==> src/rtl/irq_flag_pkg.sv <==
package irq_flag_pkg;

    localparam int DEFAULT_LINES = 8;

    // Per-bit command gathered from the bus and the clear strobes
    typedef struct packed {
        logic set_evt;   // edge seen on the line
        logic bus_rd;    // register read this cycle
        logic bus_wr;    // register write this cycle
        logic wr_bit;    // write data for this bit
        logic hw_clr;    // exception-acceptance clear
    } bit_cmd_t;

    typedef struct packed {
        logic flag;
        logic armed;
    } bit_state_t;

    function automatic bit_state_t next_bit_state(bit_state_t cur, bit_cmd_t cmd);
        bit_state_t nxt;
        logic sw_clear;
        sw_clear = cmd.bus_wr && !cmd.wr_bit && cur.armed;
        if (cmd.set_evt)
            nxt.flag = 1'b1;
        else if (sw_clear || cmd.hw_clr)
            nxt.flag = 1'b0;
        else
            nxt.flag = cur.flag;
        if (cmd.hw_clr)
            nxt.armed = 1'b0;
        else
            nxt.armed = (cmd.bus_wr ? 1'b0 : cur.armed) | (cmd.bus_rd & cur.flag);
        return nxt;
    endfunction

endpackage

==> src/rtl/irq_edge_detect.sv <==
module irq_edge_detect #(
    parameter int WIDTH = 8
) (
    input  logic             clk,
    input  logic             rst,
    input  logic [WIDTH-1:0] level_i,
    output logic [WIDTH-1:0] rise_o
);
    logic [WIDTH-1:0] prev_q;

    always_ff @(posedge clk) begin
        if (rst) prev_q <= '0;
        else     prev_q <= level_i;
    end

    assign rise_o = level_i & ~prev_q;
endmodule

==> src/rtl/irq_flag_cell.sv <==
module irq_flag_cell
    import irq_flag_pkg::*;
(
    input  logic     clk,
    input  logic     rst,
    input  bit_cmd_t cmd_i,
    output logic     flag_o,
    output logic     armed_o
);
    bit_state_t st_q;

    always_ff @(posedge clk) begin
        if (rst) st_q <= '0;
        else     st_q <= next_bit_state(st_q, cmd_i);
    end

    assign flag_o  = st_q.flag;
    assign armed_o = st_q.armed;
endmodule

==> src/rtl/irq_flag_reg.sv <==
module irq_flag_reg
    import irq_flag_pkg::*;
#(
    parameter int NUM_LINES = DEFAULT_LINES
) (
    input  logic                 clk,
    input  logic                 rst,
    input  logic [NUM_LINES-1:0] irq_pin_i,
    input  logic                 rd_en_i,
    input  logic                 wr_en_i,
    input  logic [NUM_LINES-1:0] wr_data_i,
    input  logic [NUM_LINES-1:0] hw_clr_i,
    output logic [NUM_LINES-1:0] rd_data_o,
    output logic [NUM_LINES-1:0] irq_req_o
);
    logic [NUM_LINES-1:0] rise_w;
    logic [NUM_LINES-1:0] flag_w;
    logic [NUM_LINES-1:0] armed_w;

    irq_edge_detect #(.WIDTH(NUM_LINES)) u_edge (
        .clk     (clk),
        .rst     (rst),
        .level_i (irq_pin_i),
        .rise_o  (rise_w)
    );

    for (genvar i = 0; i < NUM_LINES; i++) begin : g_bit
        bit_cmd_t cmd;
        always_comb begin
            cmd.set_evt = rise_w[i];
            cmd.bus_rd  = rd_en_i;
            cmd.bus_wr  = wr_en_i;
            cmd.wr_bit  = wr_data_i[i];
            cmd.hw_clr  = hw_clr_i[i];
        end
        irq_flag_cell u_cell (
            .clk     (clk),
            .rst     (rst),
            .cmd_i   (cmd),
            .flag_o  (flag_w[i]),
            .armed_o (armed_w[i])
        );
    end

    assign rd_data_o = flag_w;
    assign irq_req_o = flag_w;
endmodule

==> config.mk <==
export PLATFORM = sky130hd
export DESIGN_NAME = irq_flag_reg
export DESIGN_NICKNAME = d
export VERILOG_FILES = /design/src/rtl/irq_flag_pkg.sv /design/src/rtl/irq_edge_detect.sv /design/src/rtl/irq_flag_cell.sv /design/src/rtl/irq_flag_reg.sv
export SDC_FILE = /design/constraint.sdc
export NUM_CORES = 1
export LEC_CHECK = 0
export BUFFER_PORTS_ARGS = -buffer_cell sky130_fd_sc_hd__buf_2
export CORE_ASPECT_RATIO = 0.7
export CORE_MARGIN = 4
export CORE_UTILIZATION = 42
export DETAILED_ROUTE_END_ITERATION = 10
export HOLD_SLACK_MARGIN = 0.15
export PLACE_DENSITY = 0.84
export SYNTH_ARGS = -nofsm -noshare
export SYNTH_HDL_FRONTEND = slang
export SYNTH_HIERARCHICAL = 1
export SYNTH_SLANG_ARGS = --single-unit
==> constraint.sdc <==
create_clock -name clk -period 1 [get_ports clk]
set_clock_uncertainty 0.15 [all_clocks]
set_input_delay 0.1 -clock clk [delete_from_list [all_inputs] [get_ports clk]]
set_output_delay 0.1 -clock clk [all_outputs]
set_load 0.01 [all_outputs]
## After elaboration in Yosys (flattened, before gate mapping)

Cells that the tools add are included.

| cells by class | value |
|---|---|
| bitwise logic cells | 18 |
| mux-type cells | 24 |
| reduce and logical (&&, ||, !) cells | 48 |

Operator list:

| cell | number |
|---|---|
| $mux 1 | 24 |
| $logic_and 1x1->1 | 16 |
| $reduce_bool 2->1 | 8 |
| $reduce_or 2->1 | 8 |
| $and 1x1->1 | 8 |
| $and 8x8->8 | 1 |
| $logic_not 1->1 | 8 |
| $logic_or 1x1->1 | 8 |
| $not 8->8 | 1 |
| $or 1x1->1 | 8 |

| storage, ports and cells | value |
|---|---|
| output and inout port bits | 16 |
| logic and storage cells | 107 |
| register bits after elaboration | 24 |
| bits of input ports | 28 |

## Logic depth before layout (Yosys ltp)

Gate-level depths: netlist (run 1).

| depth | value |
|---|---|
| depth in word-level cells | 6 |
| gate-level depth with buffers | 3 |
| mapped depth without buffers | 3 |

## Hierarchy

The synthesis (run 1) kept the hierarchy.

Modules (own cells, without submodules):

| module | times used | area each (µm²) | seq. area each (µm²) | cells each |
|---|---|---|---|---|
| irq_flag_cell | 8 | 91.3 | 40.0 | 9 |
| irq_edge_detect | 1 | 260.2 | 160.2 | 24 |
| irq_flag_reg | 1 | 60.1 | 0.0 | 8 |

## Worst setup path after synthesis (run 1)

No wires, ideal clock.

| timing path | value |
|---|---|
| kind | reg-to-reg |
| start point | register, netlist name g_bit[0].u_cell/flag_o |
| end point | register g_bit[0].u_cell.st_q (netlist bit g_bit[0].u_cell/flag_o) |
| data required time | 777 ps |
| path slack | -45 ps |
| period minus slack after synthesis | 1045 ps |
| path buffers | 0 |
| stages on the path, launching flop included | 3 |
| library setup time | 73 ps |
| arrival | 822 ps |
| cell sequence | dfxtp_1 > or3b_1 > o22ai_2 |

RTL lines:

| element | RTL line | text |
|---|---|---|
| end signal: assignment | irq_flag_cell.sv:14 | `else st_q <= next_bit_state(st_q, cmd_i);` |
| end: declaration | irq_flag_cell.sv:10 | `bit_state_t st_q;` |

## Worst setup path after layout (run 1)

| timing path | value |
|---|---|
| start point | input port hw_clr_i[7] |
| end point | register g_bit[7].u_cell.st_q (netlist bit g_bit[7].u_cell/flag_o) |

| between the ends | value |
|---|---|
| word-level cells in the longest chain between the ends | 2 |

Ends and longest elaborated chain:

| element | RTL line | text |
|---|---|---|
| start: declaration | irq_flag_reg.sv:12 | `input logic [NUM_LINES-1:0] hw_clr_i,` |
| $logic_or 1x1->1 | irq_flag_pkg.sv:25 | `else if (sw_clear \|\| cmd.hw_clr)` |
| $reduce_bool 2->1 (no source line) | - |  |
| end signal: assignment | irq_flag_cell.sv:14 |  |
| end: declaration | irq_flag_cell.sv:10 |  |

Every way passes these cells.
A chain may end at the register's enable or synchronous reset.

==> results of run 1 <==
## layout make-up
type / count / area (µm²)
Clock buffer: 4 / 36.28
Sequential cell: 24 / 490.5
Fill cell: 151 / 424.2
Timing Repair Buffer: 82 / 708.2
Inverter: 8 / 30.03
Multi-Input combinational cell: 64 / 530.5
Tap cell: 32 / 40.04
## kinds of logic after synthesis
| logic type | after synthesis |
|---|---|
| buffers and inverters | 16 |
| and+or+nand+nor | 48 |
| AOI/OAI and AO/OA | 16 |
| DFF | 24 |
## state kept, by name, indices dropped and copies added (netlist names)
register	cells
g_bit.u_cell/armed_o	8
u_edge/prev_q	8
g_bit.u_cell/flag_o	8
## through the flow
| stage | setup slack, ps | TNS [ps] | power (mW) |
|---|---|---|---|
| after global routing | -206.6 | -4169 | 2.176 |
| after global placement | -13.91 | -100.3 | 1.361 |
| after floorplan | -5.216 | -41.73 | 1.204 |
| final | -191.0 | -3213 | 2.062 |
| after detailed placement | -58.56 | -360.3 | 1.374 |
| after CTS | -150.3 | -3231 | 2.043 |
## worst reg2reg max path: cells and delay by family (launching register included)
kind / cells / cell delay (ps)
AO/OA/AOI/OAI: 1 / 110
flip-flops: 1 / 360
AND/OR/NAND/NOR: 1 / 380
## worst paths after layout
path	to	slack [ps]	cells past startpoint
setup / recovery	g_bit[7].u_cell/flag_o	-190	4
hold / removal	g_bit[6].u_cell/armed_o	-200	2
setup reg to reg	g_bit[6].u_cell/flag_o	-70	2
hold reg to reg	g_bit[3].u_cell/armed_o	340	2
## metal layers
metal / wire [µm] / part of all wire, % / vias to the layer above / GRT usage (%)
met5: 0 / 0 / - / 0
met4: 18 / 0.58 / 0 / 3.630
met3: 258 / 8.3 / 2 / 7.955
met2: 1619 / 52 / 39 / 34.73
met1: 1197 / 39 / 475 / 22.34
li1: - / - / 503 / -
## where the power goes
| group | switching, mW | internal, mW |
|---|---|---|
| combinational | 0.201 | 0.325 |
| sequential | 0.0253 | 1.01 |
| clock | 0.279 | 0.222 |
| total | 0.505 | 1.56 |
## cells in the mapped netlist
cell type and n:
nand2_1 8, buf_4 8, inv_1 8, dfxtp_1 24, a211oi_1 8, or3b_1 8
and3b_1 8, nand2b_1 8, nor2b_1 16, o22ai_2 8
## repair_timing
item	4_1_cts	5_1_grt
resized for setup	28	13
hold buffers	22	7
gates cloned	0	0
pin swaps	0	5
setup buffers	4	1
setup endpoints to repair	22	30
endpoints found under the hold margin	24	18
==> flow_metrics.env, run 1 <==
export IMPL_synth_top_family_by_area="simple AND/OR/NAND/NOR gates"
export IMPL_hold_ws_ps=-197.8
export IMPL_cp_arrival_ps=1280
export IMPL_routedWlPerCell_um=14.45
export IMPL_insertion_delay_ps=310
export IMPL_synth_area_top_cells="dfxtp_1, nor2b_1, o22ai_2"
export IMPL_min_period_ps=1191
export IMPL_synth_xor_area_share_pct=0
export IMPL_crit_type="in2reg"
export IMPL_startpoint_type="input port"
export IMPL_grt_max_degree=21
export IMPL_maxCapViolations=0
export IMPL_synth_mux_area_share_pct=0
export IMPL_netlist_area_mm2=0.001051
export IMPL_synthAdderAreaFrac_pct=0
export IMPL_fin_area_mm2=0.001836
export IMPL_yosysUniqueCellTypes=10
export IMPL_layout_commonest_cell="buf_6"
export IMPL_cts_htree_levels=1
export IMPL_finalMaxSlewViolations=0
export IMPL_fmax_ghz=0.8396
export IMPL_final_hold_violation_count=4
export IMPL_post_dp_cell_area_mm2=0.001354
export IMPL_avgSynthCellArea_um2=10.11
export IMPL_stdcell_count=214
export IMPL_coreArea_mm2=0.002260
export IMPL_postSynthCellCount=104
export IMPL_ys_ff_latch=24
export IMPL_route_detailed_drc=0
export IMPL_slowest_delay_ps=580
export IMPL_reg2reg_from="g_bit[6].u_cell/flag_o"
export IMPL_cts_root_buf="clkbuf_4"
export IMPL_rsz0062_at_grt="yes"
export IMPL_tritoncts="done"
export IMPL_synth_simple_gate_area_share_pct=30.48
export IMPL_cts_sinks=24
export IMPL_post_dp_hpwl_mm=1.898
export IMPL_clk_pin_slew_ps=130
export IMPL_ant_nets=0
export IMPL_ir_worst_vdd_uv=774.2
export IMPL_slew_limit_headroom_pct=75.14
export IMPL_grt_pass1_wl_mm=5.078
export IMPL_drt_initial_drc_count=17
export IMPL_path_max_fanout=2
export IMPL_power_leakage_nw=0.8302
export IMPL_port_buffers=43
export IMPL_yosysSeqAreaShare_pct=45.71
export IMPL_max_clock_path_buffers=2
export IMPL_tightest_slew_ps=372.9
export IMPL_gp_congestion=0.7724
export IMPL_yosysWarnings=6
export IMPL_final_util_pct=81.23
export IMPL_final_cell_mix="buf_6, buf_2, dlygate4sd3_1"
export IMPL_slowest_stage="dlygate4sd3_1"
export IMPL_start_util_pct=46.51
export IMPL_grtUsageTotal_pct=19.74
export IMPL_cts_buffers=3
export IMPL_wirelength_mm=3.093
export IMPL_grt_antenna_before_repair=0
export IMPL_crit_buf_inv=2
export IMPL_worstPathCellList="buf_2 -> dlygate4sd3_1 -> or3b_1 -> o22ai_2"
export IMPL_placement_rows=14
export IMPL_finalSetupViolCount=26
export IMPL_avgViaCountPerCell=4.762
export IMPL_hp_class="in2reg"
export IMPL_dr_pass1_iters=4
export IMPL_path_delay_family="buffers and inverters"
export IMPL_fin_ws_ps=-191.0
export IMPL_areaGrowthSynthToFinish_pct=74.64
export IMPL_synth_nets=132
export IMPL_critPathCaptureType="register"
export IMPL_nets=211
export IMPL_cp_required_ps=1090
export IMPL_drive_gt1_share_pct=50.55
export IMPL_grt_overflow_total=0
export IMPL_dieHeight_um=49.86
export IMPL_numPlacedInstances=184
export IMPL_io_pins=44
export IMPL_outcome="finished with violations"
export IMPL_crit_start="hw_clr_i[7]"
export IMPL_min_from="hw_clr_i[6]"
export IMPL_power_density_mw_per_mm2=1123
export IMPL_antenna_cells=0
export IMPL_grt_pass1_vias=1122
export IMPL_synth_top_cell_area_share_pct=45.71
export IMPL_synth_compound_area_share_pct=15.24
export IMPL_fin_crit_sh_pct=119.1
export IMPL_violations="hold timing, setup timing"
export IMPL_die_area_mm2=0.003380
export IMPL_yosysTopAreaCell="dfxtp_1"
export IMPL_vias=1019
export IMPL_die_x_um=67.79
Note: power is estimated with default switching activity, not from simulation.
==> run 2, diff against run 1 <==
--- a/config.mk
+++ b/config.mk
@@ -7,5 +7,4 @@
 export LEC_CHECK = 0
 export BUFFER_PORTS_ARGS = -buffer_cell sky130_fd_sc_hd__buf_2
-export CORE_ASPECT_RATIO = 0.7
 export CORE_MARGIN = 4
 export CORE_UTILIZATION = 42
@@ -13,4 +12,5 @@
 export HOLD_SLACK_MARGIN = 0.15
 export PLACE_DENSITY = 0.84
+export REMOVE_ABC_BUFFERS = 1
 export SYNTH_ARGS = -nofsm -noshare
 export SYNTH_HDL_FRONTEND = slang
==> constraint.sdc (replaced) <==
create_clock -name clk -period 1 [get_ports clk]
set_clock_uncertainty 0.15 [all_clocks]
set_input_delay 0.1 -clock clk [delete_from_list [all_inputs] [get_ports clk]]
set_output_delay 0.1 -clock clk [all_outputs]
set_load 0.1 [all_outputs]
==> run 2 against run 1 <==
Effect of this change: first-iteration DRC count rose by 140%; maximum frequency down 4.3%; setup slack lost 53 ps; sequential share of layout area decreased by 2.4 points; wire length up 28%; sequential power hardly changed; the run still ends with hold timing, setup timing left; core utilization is 6.5 points higher; combinational power up 90%; clock power is 5.0% higher; sequential cell count is the same; via count increased by 11%; highest routed layer unchanged.
==> flow_metrics.env, run 2 (synthesized netlist as in run 1, its figures left out) <==
export IMPL_antenna_cells=0
export IMPL_wirelength_mm=3.966
export IMPL_holdPathStages=3
export IMPL_cts_buffers=3
export IMPL_slowest_delay_ps=370
export IMPL_dieHeight_um=58.03
export IMPL_grt_overflow_total=0
export IMPL_cts_sinks=24
export IMPL_fin_ws_ps=-244.5
export IMPL_path_max_fanout=3
export IMPL_gp_congestion=0.7246
export IMPL_grt_pass1_wl_mm=5.885
export IMPL_stdcell_count=215
export IMPL_layout_commonest_cell="buf_2"
export IMPL_ir_worst_vdd_uv=1004
export IMPL_dr_pass1_iters=4
export IMPL_insertion_delay_ps=320
export IMPL_nFillCells=92
export IMPL_start_util_pct=45.75
export IMPL_die_x_um=58.03
export IMPL_grt_use_met3_pct=4.677
export IMPL_met1_usage_pct=24.63
export IMPL_min_period_ps=1244
export IMPL_power_leakage_nw=0.8893
export IMPL_areaGrowthSynthToFinish_pct=91.79
export IMPL_violations="hold timing, setup timing"
export IMPL_outcome="finished with violations"
export IMPL_hold_ws_ps=-26.37
export IMPL_startpoint_type="register"
export IMPL_grt_pass1_vias=1221
export IMPL_port_buffers=43
export IMPL_finalSetupViolCount=31
export IMPL_grt_antenna_before_repair=0
export IMPL_fmax_ghz=0.8036
export IMPL_fin_crit_sh_pct=124.4
export IMPL_worstPathCellList="buf_6 -> buf_12"
export IMPL_post_dp_hpwl_mm=2.115
export IMPL_crit_type="reg2out"
export IMPL_max_clock_path_buffers=2
export IMPL_routedWlPerCell_um=18.45
export IMPL_drive_gt1_share_pct=52.41
export IMPL_cp_arrival_ps=990
export IMPL_slew_limit_headroom_pct=80.20
export IMPL_hp_class="in2reg"
export IMPL_drt_initial_drc_count=41
export IMPL_ant_nets=0
export IMPL_tightest_slew_ps=296.9
export IMPL_power_density_mw_per_mm2=1273
export IMPL_slowest_stage="dfxtp_2"
export IMPL_cp_required_ps=750
export IMPL_r2r_cells=4
export IMPL_avgViaCountPerCell=5.284
export IMPL_clk_pin_slew_ps=130
export IMPL_rsz0062_at_grt="yes"
export IMPL_vias=1136
export IMPL_cts_htree_levels=1
export IMPL_route_detailed_drc=0
export IMPL_maxCapViolations=0
export IMPL_io_pins=44
export IMPL_die_area_mm2=0.003367
export IMPL_top_usage_layer="met2"
export IMPL_grtUsageMet2_pct=41.45
export IMPL_finalMaxSlewViolations=0
export IMPL_placement_rows=17
export IMPL_coreArea_mm2=0.002297
export IMPL_final_cell_mix="buf_2, dlygate4sd3_1, dfxtp_1, buf_12, nor2b_1"
export IMPL_tritoncts="done"
export IMPL_grt_max_degree=18
export IMPL_critPathCaptureType="output pin"
export IMPL_numPlacedInstances=183
export IMPL_cts_root_buf="clkbuf_4"
export IMPL_final_hold_violation_count=6
export IMPL_grtUsageTotal_pct=23.01
export IMPL_nets=216
[run 2: path summary, 6_finish.rpt]
check                            end                     from  slack (ps)
max                     rd_data_o[0]   g_bit[0].u_cell/flag_o        -240
min          g_bit[0].u_cell/armed_o                  rd_en_i         -30
min reg2reg  g_bit[1].u_cell/armed_o  g_bit[1].u_cell/armed_o         340
max reg2reg  g_bit[4].u_cell/armed_o   g_bit[4].u_cell/flag_o        -120
[run 2: critical path: cells and delay by family, from the launching register on]
family	cells	cell delay [ps]
buf+inv	2	300
flops	1	370
[run 2: metrics by stage]
step	area [µm²]	setup TNS, ps	worst slack, ps	utilization, %	total power, mW
finish	2016	-5720	-244.5	87.75	2.566
global route	2016	-6565	-287.5	87.75	2.655
CTS	1949	-4583	-223.4	84.86	2.494
detailed placement	1602	-124.8	-50.30	69.72	1.890
global placement	1602	0	20.92	69.72	1.869
floorplan	991.0	-33040	-1331	-	1.496
[run 2: area by class of cell]
| class | count | area [µm²] | area share [%] |
|---|---|---|---|
| timing repair buffer | 87 | 885.9 | 43.95 |
| multi-input combinational | 64 | 538.0 | 26.69 |
| sequential | 24 | 490.5 | 24.33 |
| clock buffer | 4 | 36.28 | 1.800 |
| tap | 28 | 35.03 | 1.738 |
| inverter | 8 | 30.03 | 1.490 |
[run 2: routing by layer]
layer,wire length (µm),vias up
li1,-,515
met1,1506,547
met2,2059,60
met3,249,14
met4,150,0
met5,0,-
[run 2: power by group]
group	internal, mW	switching [mW]
Combinational	0.434	0.566
Clock	0.223	0.303
Sequential	1.01	0.0304
Total	1.67	0.899
[run 2: what timing repair did]
item | CTS | global route
hold buffers | 24 | 9
buffers inserted | 2 | 2
pin swaps | 0 | 6
setup endpoints to repair | 28 | 31
hold endpoints to repair | 24 | 18
resized for setup | 20 | 15
